$ cat config.mk
export PLATFORM = sky130hd
export DESIGN_NAME = pwm_timer8
export DESIGN_NICKNAME = d
export VERILOG_FILES = /design/src/rtl/pwm_timer_pkg.sv /design/src/rtl/pwm_cnt_unit.sv /design/src/rtl/pwm_cmp_buf.sv /design/src/rtl/pwm_wave_out.sv /design/src/rtl/pwm_timer8.sv
export SDC_FILE = /design/constraint.sdc
export NUM_CORES = 1
export LEC_CHECK = 0
export ABC_CLOCK_PERIOD_IN_PS = 1200
export BUFFER_PORTS_ARGS = -buffer_cell sky130_fd_sc_hd__buf_2
export CORE_ASPECT_RATIO = 1.2
export CORE_MARGIN = 2
export CORE_UTILIZATION = 40
export DETAILED_ROUTE_END_ITERATION = 6
export GPL_ROUTABILITY_DRIVEN = 0
export PLACE_DENSITY = 0.62
export SLEW_MARGIN = 25
export SYNTH_ARGS = -nofsm -noshare
export SYNTH_HDL_FRONTEND = slang
export SYNTH_SLANG_ARGS = --single-unit
export TNS_END_PERCENT = 30
$ cat constraint.sdc
create_clock -name clk -period 1.2 [get_ports clk]
set_input_delay 0.06 -clock clk [delete_from_list [all_inputs] [get_ports clk]]
set_output_delay 0.06 -clock clk [all_outputs]
set_load 0.1 [all_outputs]
$ cat src/rtl/pwm_timer_pkg.sv
package pwm_timer_pkg;

  localparam logic [2:0] WG_NORMAL    = 3'd0;
  localparam logic [2:0] WG_PC_FULL   = 3'd1;
  localparam logic [2:0] WG_CTC       = 3'd2;
  localparam logic [2:0] WG_FAST_FULL = 3'd3;
  localparam logic [2:0] WG_RSV_LO    = 3'd4;
  localparam logic [2:0] WG_PC_A      = 3'd5;
  localparam logic [2:0] WG_RSV_HI    = 3'd6;
  localparam logic [2:0] WG_FAST_A    = 3'd7;

  localparam logic [1:0] OM_OFF    = 2'd0;
  localparam logic [1:0] OM_TOGGLE = 2'd1;
  localparam logic [1:0] OM_CLEAR  = 2'd2;
  localparam logic [1:0] OM_SET    = 2'd3;

  function automatic logic wg_is_pc(input logic [2:0] m);
    return (m == WG_PC_FULL) || (m == WG_PC_A);
  endfunction

  function automatic logic wg_is_fast(input logic [2:0] m);
    return (m == WG_FAST_FULL) || (m == WG_FAST_A);
  endfunction

  function automatic logic wg_is_rsv(input logic [2:0] m);
    return (m == WG_RSV_LO) || (m == WG_RSV_HI);
  endfunction

  // compare values act at once when no PWM family is selected
  function automatic logic wg_is_imm(input logic [2:0] m);
    return !(wg_is_pc(m) || wg_is_fast(m));
  endfunction

  function automatic logic wg_top_is_a(input logic [2:0] m);
    return (m == WG_CTC) || (m == WG_PC_A) || (m == WG_FAST_A);
  endfunction

endpackage

$ cat src/rtl/pwm_cnt_unit.sv
module pwm_cnt_unit
  import pwm_timer_pkg::*;
#(
  parameter int W = 8
) (
  input  logic         clk,
  input  logic         rst_n,
  input  logic         tick,
  input  logic [2:0]   mode,
  input  logic [W-1:0] top,
  output logic [W-1:0] cnt_q,
  output logic         at_wrap,
  output logic         at_turn,
  output logic         up_dir,
  output logic         ovf_evt
);

  localparam logic [W-1:0] MAXV = {W{1'b1}};
  localparam logic [W-1:0] ZERO = {W{1'b0}};
  localparam logic [W-1:0] ONE  = {{(W-1){1'b0}}, 1'b1};

  logic         dir_q, dir_d;
  logic [W-1:0] cnt_d;
  logic         pc, fast, rsv, run;

  always_comb begin
    pc      = wg_is_pc(mode);
    fast    = wg_is_fast(mode);
    rsv     = wg_is_rsv(mode);
    run     = tick && !rsv;
    at_wrap = (fast || (mode == WG_CTC)) && (cnt_q == top);
    at_turn = pc && !dir_q && (cnt_q >= top);
    up_dir  = (cnt_q == ZERO) || (!dir_q && (cnt_q < top));
    if (!run)                   ovf_evt = 1'b0;
    else if (mode == WG_FAST_A) ovf_evt = (cnt_q == top);
    else if (pc)                ovf_evt = (cnt_q == ZERO);
    else                        ovf_evt = (cnt_q == MAXV);
  end

  always_comb begin
    cnt_d = cnt_q;
    dir_d = pc ? dir_q : 1'b0;
    if (run) begin
      if (pc) begin
        if (!dir_q) begin
          if (cnt_q >= top) begin
            dir_d = 1'b1;
            cnt_d = (cnt_q == ZERO) ? ZERO : cnt_q - ONE;
          end else begin
            cnt_d = cnt_q + ONE;
          end
        end else if (cnt_q == ZERO) begin
          dir_d = 1'b0;
          cnt_d = (top == ZERO) ? ZERO : ONE;
        end else begin
          cnt_d = cnt_q - ONE;
        end
      end else if (mode == WG_NORMAL) begin
        cnt_d = cnt_q + ONE;
      end else begin
        cnt_d = at_wrap ? ZERO : cnt_q + ONE;
      end
    end
  end

  always_ff @(posedge clk or negedge rst_n) begin
    if (!rst_n) begin
      cnt_q <= ZERO;
      dir_q <= 1'b0;
    end else begin
      cnt_q <= cnt_d;
      dir_q <= dir_d;
    end
  end

  p_hold_no_tick_r14: assert property (@(posedge clk) disable iff (!rst_n)
    !tick |=> $stable(cnt_q));

  p_ctc_clear_r3: assert property (@(posedge clk) disable iff (!rst_n)
    (tick && mode == WG_CTC && cnt_q == top) |=> (cnt_q == ZERO));

  p_normal_inc_r2: assert property (@(posedge clk) disable iff (!rst_n)
    (tick && mode == WG_NORMAL) |=> (cnt_q == W'($past(cnt_q) + ONE)));

  p_pc_rise_r5: assert property (@(posedge clk) disable iff (!rst_n)
    (tick && pc && !dir_q && cnt_q < top) |=> (cnt_q == W'($past(cnt_q) + ONE)));

endmodule

$ cat src/rtl/pwm_cmp_buf.sv
module pwm_cmp_buf #(
  parameter int W = 8
) (
  input  logic         clk,
  input  logic         rst_n,
  input  logic         imm,
  input  logic         load,
  input  logic [W-1:0] cmp_in,
  output logic [W-1:0] cmp_eff
);

  logic [W-1:0] buf_q, buf_d;

  always_comb begin
    buf_d   = (imm || load) ? cmp_in : buf_q;
    cmp_eff = imm ? cmp_in : buf_q;
  end

  always_ff @(posedge clk or negedge rst_n) begin
    if (!rst_n) buf_q <= '0;
    else        buf_q <= buf_d;
  end

  p_buf_hold_r6: assert property (@(posedge clk) disable iff (!rst_n)
    (!imm && !load) |=> $stable(buf_q));

endmodule

$ cat src/rtl/pwm_wave_out.sv
module pwm_wave_out
  import pwm_timer_pkg::*;
#(
  parameter int W = 8
) (
  input  logic         clk,
  input  logic         rst_n,
  input  logic         tick,
  input  logic [2:0]   mode,
  input  logic [1:0]   om,
  input  logic [W-1:0] cnt,
  input  logic [W-1:0] cmp,
  input  logic [W-1:0] top,
  input  logic         at_wrap,
  input  logic         at_turn,
  input  logic         up_dir,
  output logic         wave_q
);

  logic wave_d, hit, pc, fast, rsv;

  always_comb begin
    pc     = wg_is_pc(mode);
    fast   = wg_is_fast(mode);
    rsv    = wg_is_rsv(mode);
    hit    = (cnt == cmp);
    wave_d = wave_q;
    if (om == OM_OFF) begin
      wave_d = 1'b0;
    end else if (rsv || !tick) begin
      wave_d = wave_q;
    end else if (pc || fast) begin
      if (om == OM_TOGGLE) begin
        wave_d = 1'b0;
      end else if (fast) begin
        // wrap action wins over a hit in the same tick (compare == TOP)
        if (at_wrap)  wave_d = (om == OM_CLEAR);
        else if (hit) wave_d = (om == OM_SET);
      end else begin
        if (at_turn && cmp == top) wave_d = (om == OM_CLEAR);
        else if (hit)              wave_d = up_dir ? (om == OM_SET) : (om == OM_CLEAR);
      end
    end else if (hit) begin
      wave_d = (om == OM_TOGGLE) ? !wave_q : (om == OM_SET);
    end
  end

  always_ff @(posedge clk or negedge rst_n) begin
    if (!rst_n) wave_q <= 1'b0;
    else        wave_q <= wave_d;
  end

  p_off_low_r12: assert property (@(posedge clk) disable iff (!rst_n)
    (om == OM_OFF) |=> !wave_q);

  p_rsv_hold_r13: assert property (@(posedge clk) disable iff (!rst_n)
    (rsv && om != OM_OFF) |=> $stable(wave_q));

endmodule

$ cat src/rtl/pwm_timer8.sv
module pwm_timer8
  import pwm_timer_pkg::*;
#(
  parameter int W = 8
) (
  input  logic         clk,
  input  logic         rst_n,
  input  logic         tick,
  input  logic [2:0]   wg_mode,
  input  logic [W-1:0] cmp_a,
  input  logic [W-1:0] cmp_b,
  input  logic [1:0]   om_a,
  input  logic [1:0]   om_b,
  output logic [W-1:0] count_o,
  output logic         wave_a,
  output logic         wave_b,
  output logic         ovf_flag,
  output logic         match_a_flag,
  output logic         match_b_flag
);

  localparam int NCH = 2;
  localparam logic [W-1:0] MAXV = {W{1'b1}};

  logic [1:0]   rst_sync_q;
  logic         rst_core_n;
  logic [W-1:0] cmp_in  [NCH];
  logic [W-1:0] cmp_eff [NCH];
  logic [1:0]   om      [NCH];
  logic [NCH-1:0] wave;
  logic [NCH-1:0] match_d, match_q;
  logic [W-1:0] cnt, top_val;
  logic         at_wrap, at_turn, up_dir, ovf_evt, ovf_q;
  logic         imm, load_evt;

  always_ff @(posedge clk or negedge rst_n) begin
    if (!rst_n) rst_sync_q <= 2'b00;
    else        rst_sync_q <= {rst_sync_q[0], 1'b1};
  end
  assign rst_core_n = rst_sync_q[1];

  always_comb begin
    cmp_in[0] = cmp_a;
    cmp_in[1] = cmp_b;
    om[0]     = om_a;
    om[1]     = om_b;
    imm       = wg_is_imm(wg_mode);
    top_val   = wg_top_is_a(wg_mode) ? cmp_eff[0] : MAXV;
    load_evt  = tick && ((wg_is_fast(wg_mode) && at_wrap) || at_turn);
  end

  pwm_cnt_unit #(.W(W)) i_cnt (
    .clk     (clk),
    .rst_n   (rst_core_n),
    .tick    (tick),
    .mode    (wg_mode),
    .top     (top_val),
    .cnt_q   (cnt),
    .at_wrap (at_wrap),
    .at_turn (at_turn),
    .up_dir  (up_dir),
    .ovf_evt (ovf_evt)
  );

  for (genvar ch = 0; ch < NCH; ch++) begin : g_ch
    pwm_cmp_buf #(.W(W)) i_buf (
      .clk     (clk),
      .rst_n   (rst_core_n),
      .imm     (imm),
      .load    (load_evt),
      .cmp_in  (cmp_in[ch]),
      .cmp_eff (cmp_eff[ch])
    );

    pwm_wave_out #(.W(W)) i_wave (
      .clk     (clk),
      .rst_n   (rst_core_n),
      .tick    (tick),
      .mode    (wg_mode),
      .om      (om[ch]),
      .cnt     (cnt),
      .cmp     (cmp_eff[ch]),
      .top     (top_val),
      .at_wrap (at_wrap),
      .at_turn (at_turn),
      .up_dir  (up_dir),
      .wave_q  (wave[ch])
    );

    assign match_d[ch] = tick && !wg_is_rsv(wg_mode) && (cnt == cmp_eff[ch]);
  end

  always_ff @(posedge clk or negedge rst_core_n) begin
    if (!rst_core_n) begin
      ovf_q   <= 1'b0;
      match_q <= '0;
    end else begin
      ovf_q   <= ovf_evt;
      match_q <= match_d;
    end
  end

  assign count_o      = cnt;
  assign wave_a       = wave[0];
  assign wave_b       = wave[1];
  assign ovf_flag     = ovf_q;
  assign match_a_flag = match_q[0];
  assign match_b_flag = match_q[1];

  p_ovf_after_tick_r2: assert property (@(posedge clk) disable iff (!rst_core_n)
    ovf_q |-> $past(tick));

  p_match_after_tick_r7: assert property (@(posedge clk) disable iff (!rst_core_n)
    (|match_q) |-> $past(tick));

  p_rsv_no_flag_r13: assert property (@(posedge clk) disable iff (!rst_core_n)
    wg_is_rsv(wg_mode) |=> !ovf_q && (match_q == '0));

endmodule

== Word level (Yosys, flattened, before mapping) ==
Index checks and enable logic that the tools add are counted.

* Add/sub/neg operators: 2
* Magnitude comparators: 2
* Equal/unequal tests: 23
* Mux-type cells: 44
* Reductions and logical operators: 39

{| class="wikitable"
|+ Operator list
! kind !! count
|-
| $mux W8 || 10
|-
| $eq A8 B8 Y1 || 5
|-
| $mux W1 || 34
|-
| $logic_not A8 Y1 || 2
|-
| $eq A3 B3 Y1 const B || 4
|-
| $logic_and A1 B1 Y1 || 11
|-
| $logic_or A1 B1 Y1 || 11
|-
| $reduce_bool A5 Y1 || 2
|-
| $add A8 B1 Y8 const B || 1
|-
| $eq A2 B2 Y1 const B || 4
|-
| $eq A8 B8 Y1 const B || 1
|-
| $ge A8 B8 Y1 || 1
|-
| $lt A8 B8 Y1 || 1
|-
| $reduce_and A4 Y1 || 2
|-
| $sub A8 B1 Y8 const B || 1
|-
| $eq A3 B2 Y1 const B || 2
|-
| $logic_not A1 Y1 || 6
|-
| $reduce_bool A3 Y1 || 2
|-
| $ne A5 B2 Y1 const B || 1
|-
| $ne A5 B4 Y1 const B || 1
|-
| $eq A2 B1 Y1 const B || 2
|-
| $logic_not A2 Y1 || 2
|-
| $ne A2 B1 Y1 const B || 2
|-
| $eq A3 B1 Y1 const B || 1
|-
| $logic_not A3 Y1 || 1
|}

* Register bits: 32

== Depth between registers and ports, before layout ==
* Depth in word-level cells: 16
* Gate-level depth with buffers: 14

== By module ==
A second synthesis with hierarchy kept.

* Cell total of the unflattened synthesis: 342
* Area, all modules: 3090.5 µm²

{| class="wikitable"
|+ Modules (own cells, without submodules)
! module !! times used !! cells each !! area an instance (µm²) !! sequential area each (µm²)
|-
| pwm_cnt_unit || 1 || 153 || 1164.9 || 225.2
|-
| pwm_cmp_buf || 2 || 26 || 411.6 || 200.2
|-
| pwm_wave_out || 2 || 47 || 346.6 || 25.0
|-
| pwm_timer8 || 1 || 43 || 409.1 || 125.1
|}

== Worst setup path before layout ==
No wires, ideal clock.

* Kind: flip-flop to flip-flop
* From: register i_cnt.cnt_q[0]
* To: register g_ch[1].i_wave.wave_q
* Library setup time: 0.131 ns
* Arrival time: 3.108 ns
* Slack: -2.039 ns
* Stages on the path, launching flop included: 12
* Path through: dfrtp_1 inv_1 ha_1 or3b_1 or3_1 or3_1 buf_6 o21ai_4 a21oi_2 o2111ai_2 a21oi_1 or3_1

* Longest elaborated chain between the ends: 11

{| class="wikitable"
|+ RTL lines
! item !! RTL line !! RTL
|-
| start: declaration || pwm_cnt_unit.sv:11 || <nowiki>output logic [W-1:0] cnt_q,</nowiki>
|-
| start signal: assignment || pwm_cnt_unit.sv:71 || <nowiki>cnt_q <= cnt_d;</nowiki>
|-
| $lt A8 B8 Y1 || pwm_cnt_unit.sv:33 || <nowiki>up_dir = (cnt_q == ZERO) || (!dir_q && (cnt_q < top));</nowiki>
|-
| $logic_and A1 B1 Y1 || pwm_cnt_unit.sv:33 ||
|-
| $logic_or A1 B1 Y1 || pwm_cnt_unit.sv:33 ||
|-
| $mux W1 (2 in series) || pwm_wave_out.sv:41 || <nowiki>else if (hit) wave_d = up_dir ? (om == OM_SET) : (om == OM_CLEAR);</nowiki>
|-
| $mux W1 || pwm_wave_out.sv:40 || <nowiki>if (at_turn && cmp == top) wave_d = (om == OM_CLEAR);</nowiki>
|-
| $mux W1 || pwm_wave_out.sv:35 || <nowiki>end else if (fast) begin</nowiki>
|-
| $mux W1 || pwm_wave_out.sv:33 || <nowiki>if (om == OM_TOGGLE) begin</nowiki>
|-
| $mux W1 || pwm_wave_out.sv:32 || <nowiki>end else if (pc || fast) begin</nowiki>
|-
| $mux W1 || pwm_wave_out.sv:30 || <nowiki>end else if (rsv || !tick) begin</nowiki>
|-
| $mux W1 || pwm_wave_out.sv:28 || <nowiki>if (om == OM_OFF) begin</nowiki>
|-
| end signal: assignment || pwm_wave_out.sv:50 || <nowiki>else wave_q <= wave_d;</nowiki>
|-
| end: declaration || pwm_wave_out.sv:17 || <nowiki>output logic wave_q</nowiki>
|}

Parallel ways exist; a longest one is shown, timed or not. The select of a mux whose other input is x is not followed.
A chain may end at the register's enable or synchronous reset.

== Worst setup path after layout ==
* From: register i_cnt.cnt_q[1]
* To: register g_ch[1].i_wave.wave_q

The elaborated chain is that of the path after synthesis.

==> impl_metrics.py <==
metrics = {
    "status": {
        "run_status": "finished with violations",
        "violations": "setup timing",
    },
    "global_routing": {
        "global_route.overflow_total": 0,
        "gr-usage-all-layers_pct": 24.44,
        "first_global_vias": 2938,
        "grt_first_pass_wirelength_mm": 14.17,
        "antenna_found_initial": 0,
        "grt_max_degree": 21,
    },
    "routing": {
        "drt-pass1-iter-count": 4,
        "final_antenna_net_count": 0,
        "totalWireLength_mm": 9.045,
        "routedWlPerCell_um": 17.43,
        "drc": 0,
        "initialDrtViolationCount": 200,
        "vias": 2917,
        "routed_via_density": 5.620,
    },
    "synth": {
        "mappedNetlistNets": 336,
        "post-synth-top-area-cell": "sky130_fd_sc_hd__dfrtp_1",
        "synth_most_common_cell": "sky130_fd_sc_hd__dfrtp_1",
        "ys_seq_area_share_pct": 29.66,
        "synthFlopType": "sky130_fd_sc_hd__dfrtp_1",
        "syn-mean-instance-area_um2": 8.970,
        "ys_warn_count": 0,
        "synth-edff-count": 0,
        "ranking_of_synthesized_cells_by_area": "sky130_fd_sc_hd__dfrtp_1 30%, sky130_fd_sc_hd__mux2_2 7.1%, sky130_fd_sc_hd__mux2i_1 6.7%",
        "synth_async_sr_flop_share_pct": 100.0,
        "yosys_register_bits": 32,
        "netlist_instances": 301,
        "synth_commonest_cells": "32 x sky130_fd_sc_hd__dfrtp_1, 21 x sky130_fd_sc_hd__o21ai_0, 20 x sky130_fd_sc_hd__nand2_1, 18 x sky130_fd_sc_hd__mux2i_1, 18 x sky130_fd_sc_hd__xnor2_1",
        "syn_area_um2": 2700,
        "netlist.area_leader.share_pct": 29.66,
        "post_synth_num_cell_types": 55,
    },
    "worst_hold_path": {
        "hold-path-endpoint": "g_ch[1].i_buf.buf_q[7]",
        "hold_path.startpoint": "cmp_b[7]",
        "timing.hold.worst.class": "input pin to flop",
        "hold_depth": 2,
    },
    "timing": {
        "tns_ns": -39.10,
        "drv_slew": 0,
        "fmax_mhz": 373.9,
        "finalCritPeriodShare_pct": 222.9,
        "clock_skew_ns": 0.008868,
        "fin_crit_ns": 2.675,
        "setup_viol": 33,
        "layout_setup_ws_ns": -1.475,
        "hold_viol": 0,
        "rsz0062_at_grt": "true",
    },
    "die": {
        "die_height_um": 94,
        "floorplan.io_pins": 39,
        "fp-row-count": 32,
        "initial_core_util_pct": 41.63,
        "die_width_um": 79,
        "placeableCoreArea_um2": 6486,
        "die_area_um2": 7426,
    },
    "power_and_ir_drop": {
        "static-leakage-power_nw": 1.906,
        "power_density_nw_per_um2": 1222,
        "worst_ir_drop_vdd_mv": 1.335,
    },
    "critical_path": {
        "r2r_cells": 10,
        "criticalPathCategory": "flop to flop",
        "crit_arrival_ns": 2.84,
        "worst_r2r_endpoint": "g_ch[1].i_wave.wave_q",
        "timing.rr.start": "i_cnt.cnt_q[1]",
        "crit_top_cell": "sky130_fd_sc_hd__or3_4",
        "crit_required_ns": 1.37,
        "critical_path.slowest_cell": "sky130_fd_sc_hd__dfrtp_4",
        "cp_max_fo": 2,
        "crit_path_start_kind": "flop",
        "critical_path.max_stage_delay_ns": 0.51,
        "endpoint_kind": "flop",
        "crit_path_cell_trace": "inv_4 > ha_4 > or3b_4 > or3_4 > or3_4 > o21ai_4 > a21oi_2 > o2111ai_2 > a21oi_1 > or3_1",
        "timing.reg2reg.setup_slack_ns": -1.47,
    },
    "final_layout": {
        "area_growth_syn_to_layout_pct": 59.59,
        "finish.net_count": 468,
        "n_antenna_cell": 0,
        "share_of_final_layout_standard_cells_stronger_than_drive_strength_1_pct": 51.38,
        "nFillCells": 510,
    },
    "placement": {
        "port-buffer-count": 38,
        "half_perimeter_wire_length_after_placement_mm": 6.405,
        "dp_worst_setup_slack_ns": -1.616,
    },
    "clock_network": {
        "clk-insertion-delay-late_ns": 0.29,
        "ctsLongestPathBuffers": 2,
        "clkSlewWorstSetupHoldPaths_ns": 0.07,
        "cts_max_level": 2,
        "cts_num_sinks": 32,
        "clk_root_buffer_cell": "sky130_fd_sc_hd__clkbuf_8",
        "cts_made_buffers": 5,
        "tritoncts": "built",
    },
    "run": {
        "timing.max_cap.violations": 0,
    },
}
[state kept, by name (all words and copies together), names as in the netlist]
signal / cells
i_cnt.cnt_q: 8
g_ch.i_buf.buf_q: 16
ovf_flag: 1
rst_sync_q: 2
match_q: 2
i_cnt.dir_q: 1
g_ch.i_wave.wave_q: 2
[worst max-delay path: cells and delay by family (launching register included)]
| kind | cells | cell delay (ns) |
|---|---|---|
| compound gates | 4 | 0.42 |
| fa+ha+maj | 1 | 0.12 |
| buf+inv | 1 | 0.08 |
| flops | 1 | 0.51 |
| simple gates | 4 | 1.46 |
[metal layers]
layer,GRT usage [%],vias up,part of all wire [%]
met3,3.269,22,5.5
li1,-,1385,-
met2,44.07,115,51
met4,8.046,0,2.8
met5,0,-,0
met1,29.75,1395,40
[logic make-up (layout without fill, tap and decap cells)]
group | Yosys count | in the layout | synth area share, %
AND/OR/NAND/NOR | 95 | 95 | 19.88
AO/OA/AOI/OAI | 77 | 77 | 19.60
multiplexers | 35 | 35 | 13.76
adder cells (fa/ha/maj) | 9 | 9 | 4.171
flip-flops | 32 | 32 | 29.66
other | 1 | 1 | 0.1389
buffers and inverters | 28 | 161 | 5.005
XOR/XNOR | 24 | 24 | 7.785
[how the worst max path moves through the flow]
stage | startpoint | endpoint | cells past startpoint
after global routing | g_ch[0].i_buf.buf_q[1] | i_cnt.cnt_q[2] | 11
after global placement | wg_mode[2] | g_ch[1].i_wave.wave_q | 13
final | i_cnt.cnt_q[1] | g_ch[1].i_wave.wave_q | 10
after detailed placement | wg_mode[0] | g_ch[1].i_wave.wave_q | 13
after floorplan | i_cnt.cnt_q[0] | g_ch[1].i_wave.wave_q | 11
after CTS | i_cnt.cnt_q[1] | g_ch[1].i_wave.wave_q | 10
[stage by stage]
step                      cell area (um2)  hold slack [ns]  power (mW)  std cells  utilization, %
after CTS                            4164          0.02581       5.088        516           64.20
final                                4309          0.02203       5.267        519           66.44
after detailed placement             3805          -0.1501       3.971        497           58.66
after global routing                 4309          0.02981       5.505        519           66.44
after global placement               3805          -0.1528       3.942        497           58.66
after floorplan                      2804          -0.2356       2.953        301               -
[power by group]
part / leakage [nW] / switching [mW] / total, mW / internal [mW]
Clock: 0.0422 / 0.427 / 0.835 / 0.407
Combinational: 1.48 / 1.66 / 3.07 / 1.41
Sequential: 0.385 / 0.137 / 1.36 / 1.23
[timing repair]
action,4_1_cts,5_1_grt
gates cloned,1,0
hold buffers,1,0
setup buffers,9,3
gates resized for setup,50,29
pin swaps,24,11
endpoints found under the setup margin,33,36
hold endpoints to repair,2,0
[placed cells by master, fill, tap and decap left out, types with 4 or more instances in the layout]
cell type	n
sky130_fd_sc_hd__a31oi_1	4
sky130_fd_sc_hd__o21ai_0	10
sky130_fd_sc_hd__xor2_1	6
sky130_fd_sc_hd__nand3_1	9
sky130_fd_sc_hd__mux2i_1	16
sky130_fd_sc_hd__dfrtp_2	6
sky130_fd_sc_hd__buf_12	11
sky130_fd_sc_hd__dfrtp_1	24
sky130_fd_sc_hd__inv_1	6
sky130_fd_sc_hd__nand2_1	18
sky130_fd_sc_hd__nor2_1	10
sky130_fd_sc_hd__o21ai_1	8
sky130_fd_sc_hd__ha_1	7
sky130_fd_sc_hd__or3_1	5
sky130_fd_sc_hd__xnor2_1	18
sky130_fd_sc_hd__nand4_1	7
sky130_fd_sc_hd__buf_4	88
sky130_fd_sc_hd__buf_2	29
sky130_fd_sc_hd__nor3_1	7
sky130_fd_sc_hd__mux2_2	16
sky130_fd_sc_hd__buf_6	13
sky130_fd_sc_hd__and3_1	5
sky130_fd_sc_hd__o22ai_1	4
sky130_fd_sc_hd__clkbuf_8	5
sky130_fd_sc_hd__a21oi_1	12
[cell type report]
class	instances	area [um2]	area share, %
Timing Repair Buffer	145	1220	28.31
Inverter	8	35.03	0.8130
Multi-Input combinational cell	241	2051	47.59
Clock buffer	7	76.32	1.771
Sequential cell	32	815.8	18.93
Clock inverter	1	5.005	0.1161
Tap cell	85	106.4	2.468
Note: power is estimated with default switching activity, not from simulation.
